<file path="src/rtl/mab_pkg.sv">
`timescale 1ns/1ps
package mab_pkg;

    typedef enum logic [3:0] {
        ST_RESET,
        ST_POST_RST,
        ST_W2_ADDR,
        ST_W2_DATA,
        ST_GAP,
        ST_W1_ADDR,
        ST_W1_DATA,
        ST_SETTLE,
        ST_SYNC,
        ST_RUN
    } seq_state_e;

endpackage

</file>
<file path="src/rtl/mab_seq_fsm.sv">
`timescale 1ns/1ps
module mab_seq_fsm
    import mab_pkg::*;
#(
    parameter int DATA_W     = 16,
    parameter int PAD_W      = 4,
    parameter int CNT_W      = 8,
    parameter int RST_CYC    = 2,
    parameter int PRE_WR_CYC = 3,
    parameter int SETTLE_CYC = 6,
    parameter int SYNC_CYC   = 4,
    parameter logic [DATA_W-1:0] ADDR_CR1 = 16'h0001,
    parameter logic [DATA_W-1:0] ADDR_CR2 = 16'h0002,
    parameter logic [DATA_W-1:0] CR2_BASE = 16'h0002,
    parameter int CDIV_BIT   = 4,
    parameter int BYP_A_BIT  = 3,
    parameter int BYP_B_BIT  = 5,
    parameter int DEC_LSB    = 0,
    parameter int DEC_W      = 3
) (
    input  logic              clk,
    input  logic              rst_n,
    input  logic              cdiv_sel,
    input  logic [PAD_W-1:0]  settle_pad,
    output logic              adc_rst_n,
    output logic              adc_cs_n,
    output logic              adc_rw_n,
    output logic              adc_sync_n,
    output logic [DATA_W-1:0] bus_out,
    output logic              bus_oe,
    output logic              done,
    output logic              cdiv_q,
    output logic              count_en,
    output logic              count_clr
);

    localparam logic [DATA_W-1:0] BYP_BITS =
        (DATA_W'(1) << BYP_A_BIT) | (DATA_W'(1) << BYP_B_BIT);
    localparam logic [DATA_W-1:0] DEC_MASK =
        ((DATA_W'(1) << DEC_W) - DATA_W'(1)) << DEC_LSB;
    localparam logic [DATA_W-1:0] CR1_WORD = BYP_BITS & ~DEC_MASK;

    seq_state_e          state_q, state_d;
    logic [CNT_W-1:0]    wait_q;
    logic [CNT_W-1:0]    limit;
    logic [PAD_W-1:0]    pad_q;
    logic                last_cyc;
    logic [DATA_W-1:0]   cr2_word;

    always_comb begin
        cr2_word           = CR2_BASE;
        cr2_word[CDIV_BIT] = cdiv_q;
    end

    // Dwell length of the current state
    always_comb begin
        unique case (state_q)
            ST_RESET:    limit = CNT_W'(RST_CYC);
            ST_POST_RST: limit = CNT_W'(PRE_WR_CYC);
            ST_SETTLE:   limit = CNT_W'(SETTLE_CYC) + CNT_W'(pad_q);
            ST_SYNC:     limit = CNT_W'(SYNC_CYC);
            default:     limit = CNT_W'(1);
        endcase
    end

    assign last_cyc = (wait_q == limit - CNT_W'(1));

    always_comb begin
        state_d = state_q;
        unique case (state_q)
            ST_RESET:    if (last_cyc) state_d = ST_POST_RST;
            ST_POST_RST: if (last_cyc) state_d = ST_W2_ADDR;
            ST_W2_ADDR:  if (last_cyc) state_d = ST_W2_DATA;
            ST_W2_DATA:  if (last_cyc) state_d = ST_GAP;
            ST_GAP:      if (last_cyc) state_d = ST_W1_ADDR;
            ST_W1_ADDR:  if (last_cyc) state_d = ST_W1_DATA;
            ST_W1_DATA:  if (last_cyc) state_d = ST_SETTLE;
            ST_SETTLE:   if (last_cyc) state_d = ST_SYNC;
            ST_SYNC:     if (last_cyc) state_d = ST_RUN;
            ST_RUN:      state_d = ST_RUN;
            default:     state_d = ST_RESET;
        endcase
    end

    // State register, dwell counter and configuration latch
    always_ff @(posedge clk or negedge rst_n) begin
        if (!rst_n) begin
            state_q <= ST_RESET;
            wait_q  <= '0;
            cdiv_q  <= 1'b0;
            pad_q   <= '0;
        end else begin
            state_q <= state_d;
            if (state_d != state_q) begin
                wait_q <= '0;
            end else if (state_q != ST_RUN) begin
                wait_q <= wait_q + CNT_W'(1);
            end
            if (state_q == ST_RESET) begin
                cdiv_q <= cdiv_sel;
                pad_q  <= settle_pad;
            end
        end
    end

    // Moore outputs
    always_comb begin
        adc_rst_n  = 1'b1;
        adc_cs_n   = 1'b1;
        adc_rw_n   = 1'b1;
        adc_sync_n = 1'b1;
        bus_out    = '0;
        bus_oe     = 1'b0;
        done       = 1'b0;
        count_en   = 1'b0;
        count_clr  = 1'b0;
        unique case (state_q)
            ST_RESET: begin
                adc_rst_n = 1'b0;
                count_clr = 1'b1;
            end
            ST_POST_RST, ST_GAP, ST_SETTLE: begin
                count_en = 1'b1;
            end
            ST_W2_ADDR, ST_W2_DATA, ST_W1_ADDR, ST_W1_DATA: begin
                count_en = 1'b1;
                adc_cs_n = 1'b0;
                adc_rw_n = 1'b0;
                bus_oe   = 1'b1;
                unique case (state_q)
                    ST_W2_ADDR: bus_out = ADDR_CR2;
                    ST_W2_DATA: bus_out = cr2_word;
                    ST_W1_ADDR: bus_out = ADDR_CR1;
                    default:    bus_out = CR1_WORD;
                endcase
            end
            ST_SYNC: begin
                count_en   = 1'b1;
                adc_sync_n = 1'b0;
            end
            ST_RUN: begin
                done = 1'b1;
            end
            default: begin
                adc_rst_n = 1'b0;
            end
        endcase
    end

endmodule

</file>
<file path="src/rtl/mab_r2s_counter.sv">
`timescale 1ns/1ps
module mab_r2s_counter #(
    parameter int CNT_W = 8
) (
    input  logic clk,
    input  logic rst_n,
    input  logic clr,
    input  logic en,
    output logic parity
);

    logic [CNT_W-1:0] cnt_q;

    always_ff @(posedge clk or negedge rst_n) begin
        if (!rst_n) begin
            cnt_q <= '0;
        end else if (clr) begin
            cnt_q <= '0;
        end else if (en) begin
            cnt_q <= cnt_q + CNT_W'(1);
        end
    end

    assign parity = cnt_q[0];

endmodule

</file>
<file path="src/rtl/mab_capture.sv">
`timescale 1ns/1ps
module mab_capture #(
    parameter int DATA_W = 16
) (
    input  logic              clk,
    input  logic              rst_n,
    input  logic              arm,
    input  logic              odd_mode,
    input  logic              drdy_n,
    input  logic [DATA_W-1:0] data_in,
    output logic [DATA_W-1:0] word_out,
    output logic              word_valid
);

    logic              drdy_prev;
    logic [DATA_W-1:0] neg_word;
    logic              neg_taken;
    logic              neg_taken_d;
    logic              rise_hit;
    logic              fall_hit;

    // Falling-edge sampler for the odd-parity case
    always_ff @(negedge clk or negedge rst_n) begin
        if (!rst_n) begin
            neg_word  <= '0;
            neg_taken <= 1'b0;
        end else if (drdy_n) begin
            neg_taken <= 1'b0;
        end else if (arm && odd_mode && !neg_taken) begin
            neg_word  <= data_in;
            neg_taken <= 1'b1;
        end
    end

    assign rise_hit = arm && !odd_mode && !drdy_n && drdy_prev;
    assign fall_hit = arm && odd_mode && neg_taken && !neg_taken_d;

    always_ff @(posedge clk or negedge rst_n) begin
        if (!rst_n) begin
            drdy_prev   <= 1'b1;
            neg_taken_d <= 1'b0;
            word_out    <= '0;
            word_valid  <= 1'b0;
        end else begin
            drdy_prev   <= drdy_n;
            neg_taken_d <= neg_taken;
            word_valid  <= rise_hit || fall_hit;
            if (rise_hit) begin
                word_out <= data_in;
            end else if (fall_hit) begin
                word_out <= neg_word;
            end
        end
    end

endmodule

</file>
<file path="src/rtl/mod_adc_bringup.sv">
`timescale 1ns/1ps
module mod_adc_bringup #(
    parameter int DATA_W     = 16,
    parameter int PAD_W      = 4,
    parameter int RST_CYC    = 2,
    parameter int PRE_WR_CYC = 3,
    parameter int SETTLE_CYC = 6,
    parameter int SYNC_CYC   = 4,
    parameter logic [DATA_W-1:0] ADDR_CR1 = 16'h0001,
    parameter logic [DATA_W-1:0] ADDR_CR2 = 16'h0002,
    parameter logic [DATA_W-1:0] CR2_BASE = 16'h0002,
    parameter int CDIV_BIT   = 4,
    parameter int BYP_A_BIT  = 3,
    parameter int BYP_B_BIT  = 5,
    parameter int DEC_LSB    = 0,
    parameter int DEC_W      = 3
) (
    input  logic              clk,
    input  logic              rst_n,
    input  logic              cdiv_sel,
    input  logic [PAD_W-1:0]  settle_pad,
    output logic              adc_rst_n,
    output logic              adc_cs_n,
    output logic              adc_rw_n,
    output logic              adc_sync_n,
    output logic [DATA_W-1:0] adc_bus_out,
    output logic              adc_bus_oe,
    input  logic [DATA_W-1:0] adc_bus_in,
    input  logic              adc_drdy_n,
    output logic              seq_done,
    output logic              r2s_parity,
    output logic [DATA_W-1:0] word_out,
    output logic              word_valid
);

    localparam int CNT_W = $clog2(RST_CYC + PRE_WR_CYC + SETTLE_CYC + SYNC_CYC
                                  + (1 << PAD_W) + 8) + 1;

    logic cdiv_q;
    logic count_en;
    logic count_clr;
    logic odd_mode;

    mab_seq_fsm #(
        .DATA_W(DATA_W), .PAD_W(PAD_W), .CNT_W(CNT_W),
        .RST_CYC(RST_CYC), .PRE_WR_CYC(PRE_WR_CYC),
        .SETTLE_CYC(SETTLE_CYC), .SYNC_CYC(SYNC_CYC),
        .ADDR_CR1(ADDR_CR1), .ADDR_CR2(ADDR_CR2), .CR2_BASE(CR2_BASE),
        .CDIV_BIT(CDIV_BIT), .BYP_A_BIT(BYP_A_BIT), .BYP_B_BIT(BYP_B_BIT),
        .DEC_LSB(DEC_LSB), .DEC_W(DEC_W)
    ) u_fsm (
        .clk        (clk),
        .rst_n      (rst_n),
        .cdiv_sel   (cdiv_sel),
        .settle_pad (settle_pad),
        .adc_rst_n  (adc_rst_n),
        .adc_cs_n   (adc_cs_n),
        .adc_rw_n   (adc_rw_n),
        .adc_sync_n (adc_sync_n),
        .bus_out    (adc_bus_out),
        .bus_oe     (adc_bus_oe),
        .done       (seq_done),
        .cdiv_q     (cdiv_q),
        .count_en   (count_en),
        .count_clr  (count_clr)
    );

    mab_r2s_counter #(.CNT_W(CNT_W)) u_r2s (
        .clk    (clk),
        .rst_n  (rst_n),
        .clr    (count_clr),
        .en     (count_en),
        .parity (r2s_parity)
    );

    assign odd_mode = r2s_parity && !cdiv_q;

    mab_capture #(.DATA_W(DATA_W)) u_cap (
        .clk        (clk),
        .rst_n      (rst_n),
        .arm        (seq_done),
        .odd_mode   (odd_mode),
        .drdy_n     (adc_drdy_n),
        .data_in    (adc_bus_in),
        .word_out   (word_out),
        .word_valid (word_valid)
    );

endmodule

</file>
<file path="config.mk">
export PLATFORM = sky130hd
export DESIGN_NAME = mod_adc_bringup
export DESIGN_NICKNAME = d
export VERILOG_FILES = /design/src/rtl/mab_pkg.sv /design/src/rtl/mab_seq_fsm.sv /design/src/rtl/mab_r2s_counter.sv /design/src/rtl/mab_capture.sv /design/src/rtl/mod_adc_bringup.sv
export SDC_FILE = /design/constraint.sdc
export NUM_CORES = 1
export LEC_CHECK = 0
export BUFFER_PORTS_ARGS = -buffer_cell sky130_fd_sc_hd__buf_4
export CAP_MARGIN = 20
export CORE_MARGIN = 2
export CORE_UTILIZATION = 55
export DETAILED_ROUTE_END_ITERATION = 8
export MAX_ROUTING_LAYER = met4
export PLACE_DENSITY = 0.81
export SYNTH_ARGS = -nofsm -noshare
export SYNTH_HDL_FRONTEND = slang
export SYNTH_SLANG_ARGS = --single-unit
</file>
<file path="constraint.sdc">
create_clock -name clk -period 8.2 [get_ports clk]
set_clock_uncertainty 0.2 [all_clocks]
set_input_delay 1.64 -clock clk [delete_from_list [all_inputs] [get_ports clk]]
set_output_delay 1.64 -clock clk [all_outputs]
set_load 0.01 [all_outputs]
</file>
After elaboration in Yosys (flattened, before gate mapping)
Index checks and enable logic that the tools add are counted.
Cells by class
  $add $sub $neg: 4
  equality and inequality tests: 12
  multiplexer cells: 28
  bitwise operators: 1
  reductions and logical operators: 23
Operator list (number)
  16-bit two-way mux: 3
  4-bit one-hot mux with 10 select lines: 1
  4-bit two-way mux: 9
  7-bit two-way mux: 4
  7-bit one-hot mux with 4 select lines: 1
  6-bit one-hot mux with 3 select lines: 1
  4-bit by 3-bit == test with 1-bit output, second input constant: 4
  7-bit by 1-bit adder with 7-bit output, second input constant: 2
  1-bit two-way mux: 9
  9-bit OR reduction: 1
  4-bit by 2-bit == test with 1-bit output, second input constant: 2
  4-bit == test, second input constant: 2
  1-bit logical AND: 8
  2-bit nonzero test: 4
  8-bit OR reduction: 1
  7-bit == test: 1
  7-bit by 1-bit subtractor with 7-bit output, second input constant: 1
  3-bit by 4-bit adder with 5-bit output, first input constant: 1
  1-bit logical NOT: 5
  4-bit by 1-bit == test with 1-bit output, second input constant: 1
  4-bit logical NOT: 1
  4-bit inequality test: 1
  4-bit inequality test, second input constant: 1
  4-bit OR reduction: 1
  other kinds (3): 3
Storage, ports and cells
  bits in registers: 59
  input bits: 24
  output and inout port bits: 40
  word-level logic and storage cells: 79

Logic depth before layout (Yosys ltp)
  depth in word-level cells: 8
  gate-level depth with buffers: 11
  depth with buffers taken out: 10

By module
Synthesis repeated with hierarchy kept, for this count alone.
Unflattened totals
  cell total of the unflattened synthesis: 245
  area, all modules: 2954.1 um2
By module, submodules not included
  mab_capture: times used 1, cells an instance 96, area each 1579.0 um2, sequential area each 902.1 um2
  mab_seq_fsm: times used 1, cells an instance 145, area each 1323.8 um2, sequential area each 400.4 um2
  mab_r2s_counter: times used 1, cells an instance 3, area each 37.5 um2, sequential area each 25.0 um2
  mod_adc_bringup: times used 1, cells an instance 1, area each 13.8 um2, sequential area each 0.0 um2

==> flow_summary.ini <==
[finish]
nNetsFinal = 330
num_antenna_cells = 0
syn2layout_area_growth_pct = 17.6
layout_commonest_cell = buf_4
mostFrequentLayoutCells = buf_4, dfrtp_1, nor2_1
stdcell_area_sq_um = 3220
post_route_cells_drive_above_1_share_pct = 30.6

[sta]
drv_slew = 0
setup_viol = 0
fin_hold_ws_ns = 0.254
hold_violations = 0
max_slew_margin_pct = 37.4
rsz0062_at_grt = false
setup_tns_ns = 0
worst_slew_pin_slew_ns = 0.938

[cts]
cts_setup_buffers = 0
clockBufferDepth = 2
cts_root_buf = clkbuf_8
clk_latency_ns = 0.30
cts_made_buffers = 5
clk_pin_slew_ns = 0.06
h-tree-depth = 2
clock-sinks = 53
cts_tree = done
hold_buffers = 0
cts.repair.resized = 0

[critical_path]
endpoint_kind = flop
ff2ff_path_depth = 6
rrSetupSlack_ns = 1.41
arrival_ns = 2.86
timing.rr.start = u_fsm.state_q[1]
r2r_end = u_cap.neg_word[10]
critical_path.endpoint = u_cap.neg_word[10]
required_ns = 4.05
cp-start-kind = primary input
worst-path-max-fanout = 16
critPathKind = primary input to flop
crit_start = adc_drdy_n

[detailed_routing]
dr.pass1.iters = 4
wl_per_cell_um = 13.9
drc = 0
ant_nets = 0
vias_per_cell = 5.30
drt-total-wl_mm = 5.15
first_iter_violations = 90
vias = 1968

[place]
dp.final_hpwl_mm = 3.65
place_area_sq_um = 3100
numPortBuffers = 52
gp_congestion = 0.820

[synth]
netlist_area_sq_um = 2740
synth-warning-count = 0
ys_seq_area_share_pct = 48.5
synth_seq_cells = 53
synth_edf_count = 0
synth_top_area_cell = dfrtp_1
netlist_instances = 257
synth_ff_type = dfrtp_1
netlist_top_cells_area = dfrtp_1, dfrtn_1, mux2_2
async_flop_share_pct = 100
ys_types = 53
avgSynthCellArea_sq_um = 10.7
synth_top_area_share_pct = 32.0

[grt]
grt_pass1_wl_mm = 8.50
antenna_found_initial = 0
grt_pass1_vias = 1840
grt_max_degree = 54
grtUsageTotal_pct = 20.6
grt_remaining_overflow = 0

[floorplanning]
die-area_sq_um = 5560
fp.dieW_um = 74.6
rows = 25
coreArea_sq_um = 4750
dieHeight_um = 74.6
io-pin-count = 64
start_util_pct = 57.6

[outcome]
status = completed

[power]
ir_worst_vdd_v = 0.000196
p_int_mw = 0.639
p_per_area_nw_per_um2 = 325
netSwitchingFraction_pct = 38.9
p_clk_share_pct = 15.6
comb_power_share_pct = 44.5
leakagePower_nw = 1.60
power_switching_mw = 0.407
seq_power_share_pct = 39.8

[run]
drv_cap = 0

[hold_path]
worstHoldPathType = flop to flop
-- layer usage --
metal | global-route usage [%] | up-vias | share of wire, %
met5 | - | - | 0
met2 | 32.0 | 52 | 49
met4 | 5.56 | 0 | 0.66
met1 | 27.7 | 937 | 45
li1 | - | 975 | -
met3 | 4.47 | 4 | 4.8
-- power groups by stage --
stage | clock, mW | sequential, mW | combinational, mW
final | 0.164 | 0.417 | 0.466
after global placement | 0 | 0.415 | 0.452
after CTS | 0.170 | 0.415 | 0.468
after global routing | 0.182 | 0.428 | 0.520
after detailed placement | 0 | 0.419 | 0.465
after floorplan | 0 | 0.405 | 0.343
-- worst min-delay path by stage --
stage	from	end	slack [ns]	depth (start not counted)
after floorplan	u_cap.neg_word[10]	u_cap.neg_word[10]	0.24	1
after global placement	u_cap.neg_word[7]	u_cap.neg_word[7]	0.25	1
after detailed placement	u_cap.neg_word[9]	u_cap.neg_word[9]	0.25	1
after CTS	u_cap.neg_word[9]	u_cap.neg_word[9]	0.25	1
after global routing	u_cap.neg_word[6]	u_cap.neg_word[6]	0.26	1
final	u_cap.neg_word[6]	u_cap.neg_word[6]	0.25	1
-- kinds of logic (layout without fill, tap and decap cells) --
logic type	count (synthesis)	count (layout)	share of synthesized area [%]
multiplexers	34	34	13.2
flip-flops	53	53	48.5
AO/OA/AOI/OAI	48	48	12.1
AND/OR/NAND/NOR	72	72	13.9
buffers and inverters	36	73	7.63
other	1	11	0.137
adder cells (fa/ha/maj)	3	3	1.37
XOR/XNOR	10	10	3.20
-- metrics by stage --
stage / setup slack [ns] / cells / power (mW) / util [%]
floorplan: 1.10 / 267 / 0.748 / -
global placement: 0.923 / 362 / 0.867 / 65.2
detailed placement: 0.875 / 362 / 0.884 / 65.2
CTS: 1.20 / 370 / 1.05 / 67.4
global route: 1.14 / 371 / 1.13 / 67.7
finish: 1.19 / 371 / 1.05 / 67.7
-- area by class of cell --
cell class                      count  area (sq um)
Sequential cell                    53          1330
Fill cell                         380          1530
Multi-Input combinational cell    178          1250
Clock buffer                        7          97.6
Tap cell                           67          83.8
Clock inverter                      1          8.76
Timing Repair Buffer               53           405
Inverter                           12          45.0
-- Yosys cell counts, drive strengths merged (2+ instances only) --
master	instances
mux2	17
ha	3
or3	4
nand2	13
nor3	9
inv	12
nand2b	3
xnor2	4
nand4	3
xor2	6
nand3	4
or4	2
nor2	24
mux2i	17
o21ai	12
dfrtn	17
a211oi	2
o31ai	2
clkbuf	5
a21oi	22
buf	19
dfrtp	35
-- critical path: stages --
cell,delay (ns)
buf_4,0.12
or3_1,0.69
mux2_2,0.40
-- sequential cells by signal (all words and copies together) (netlist names) --
register / count
u_fsm.state_q: 4
u_fsm.wait_q: 7
u_r2s.cnt_q: 1
u_cap.neg_word: 16
u_cap.drdy_prev: 1
u_cap.neg_taken_d: 1
u_cap.word_out: 16
u_cap.neg_taken: 1
u_fsm.pad_q: 4
u_fsm.cdiv_q: 1
u_cap.word_valid: 1
Note: power is estimated with default switching activity, not from simulation.
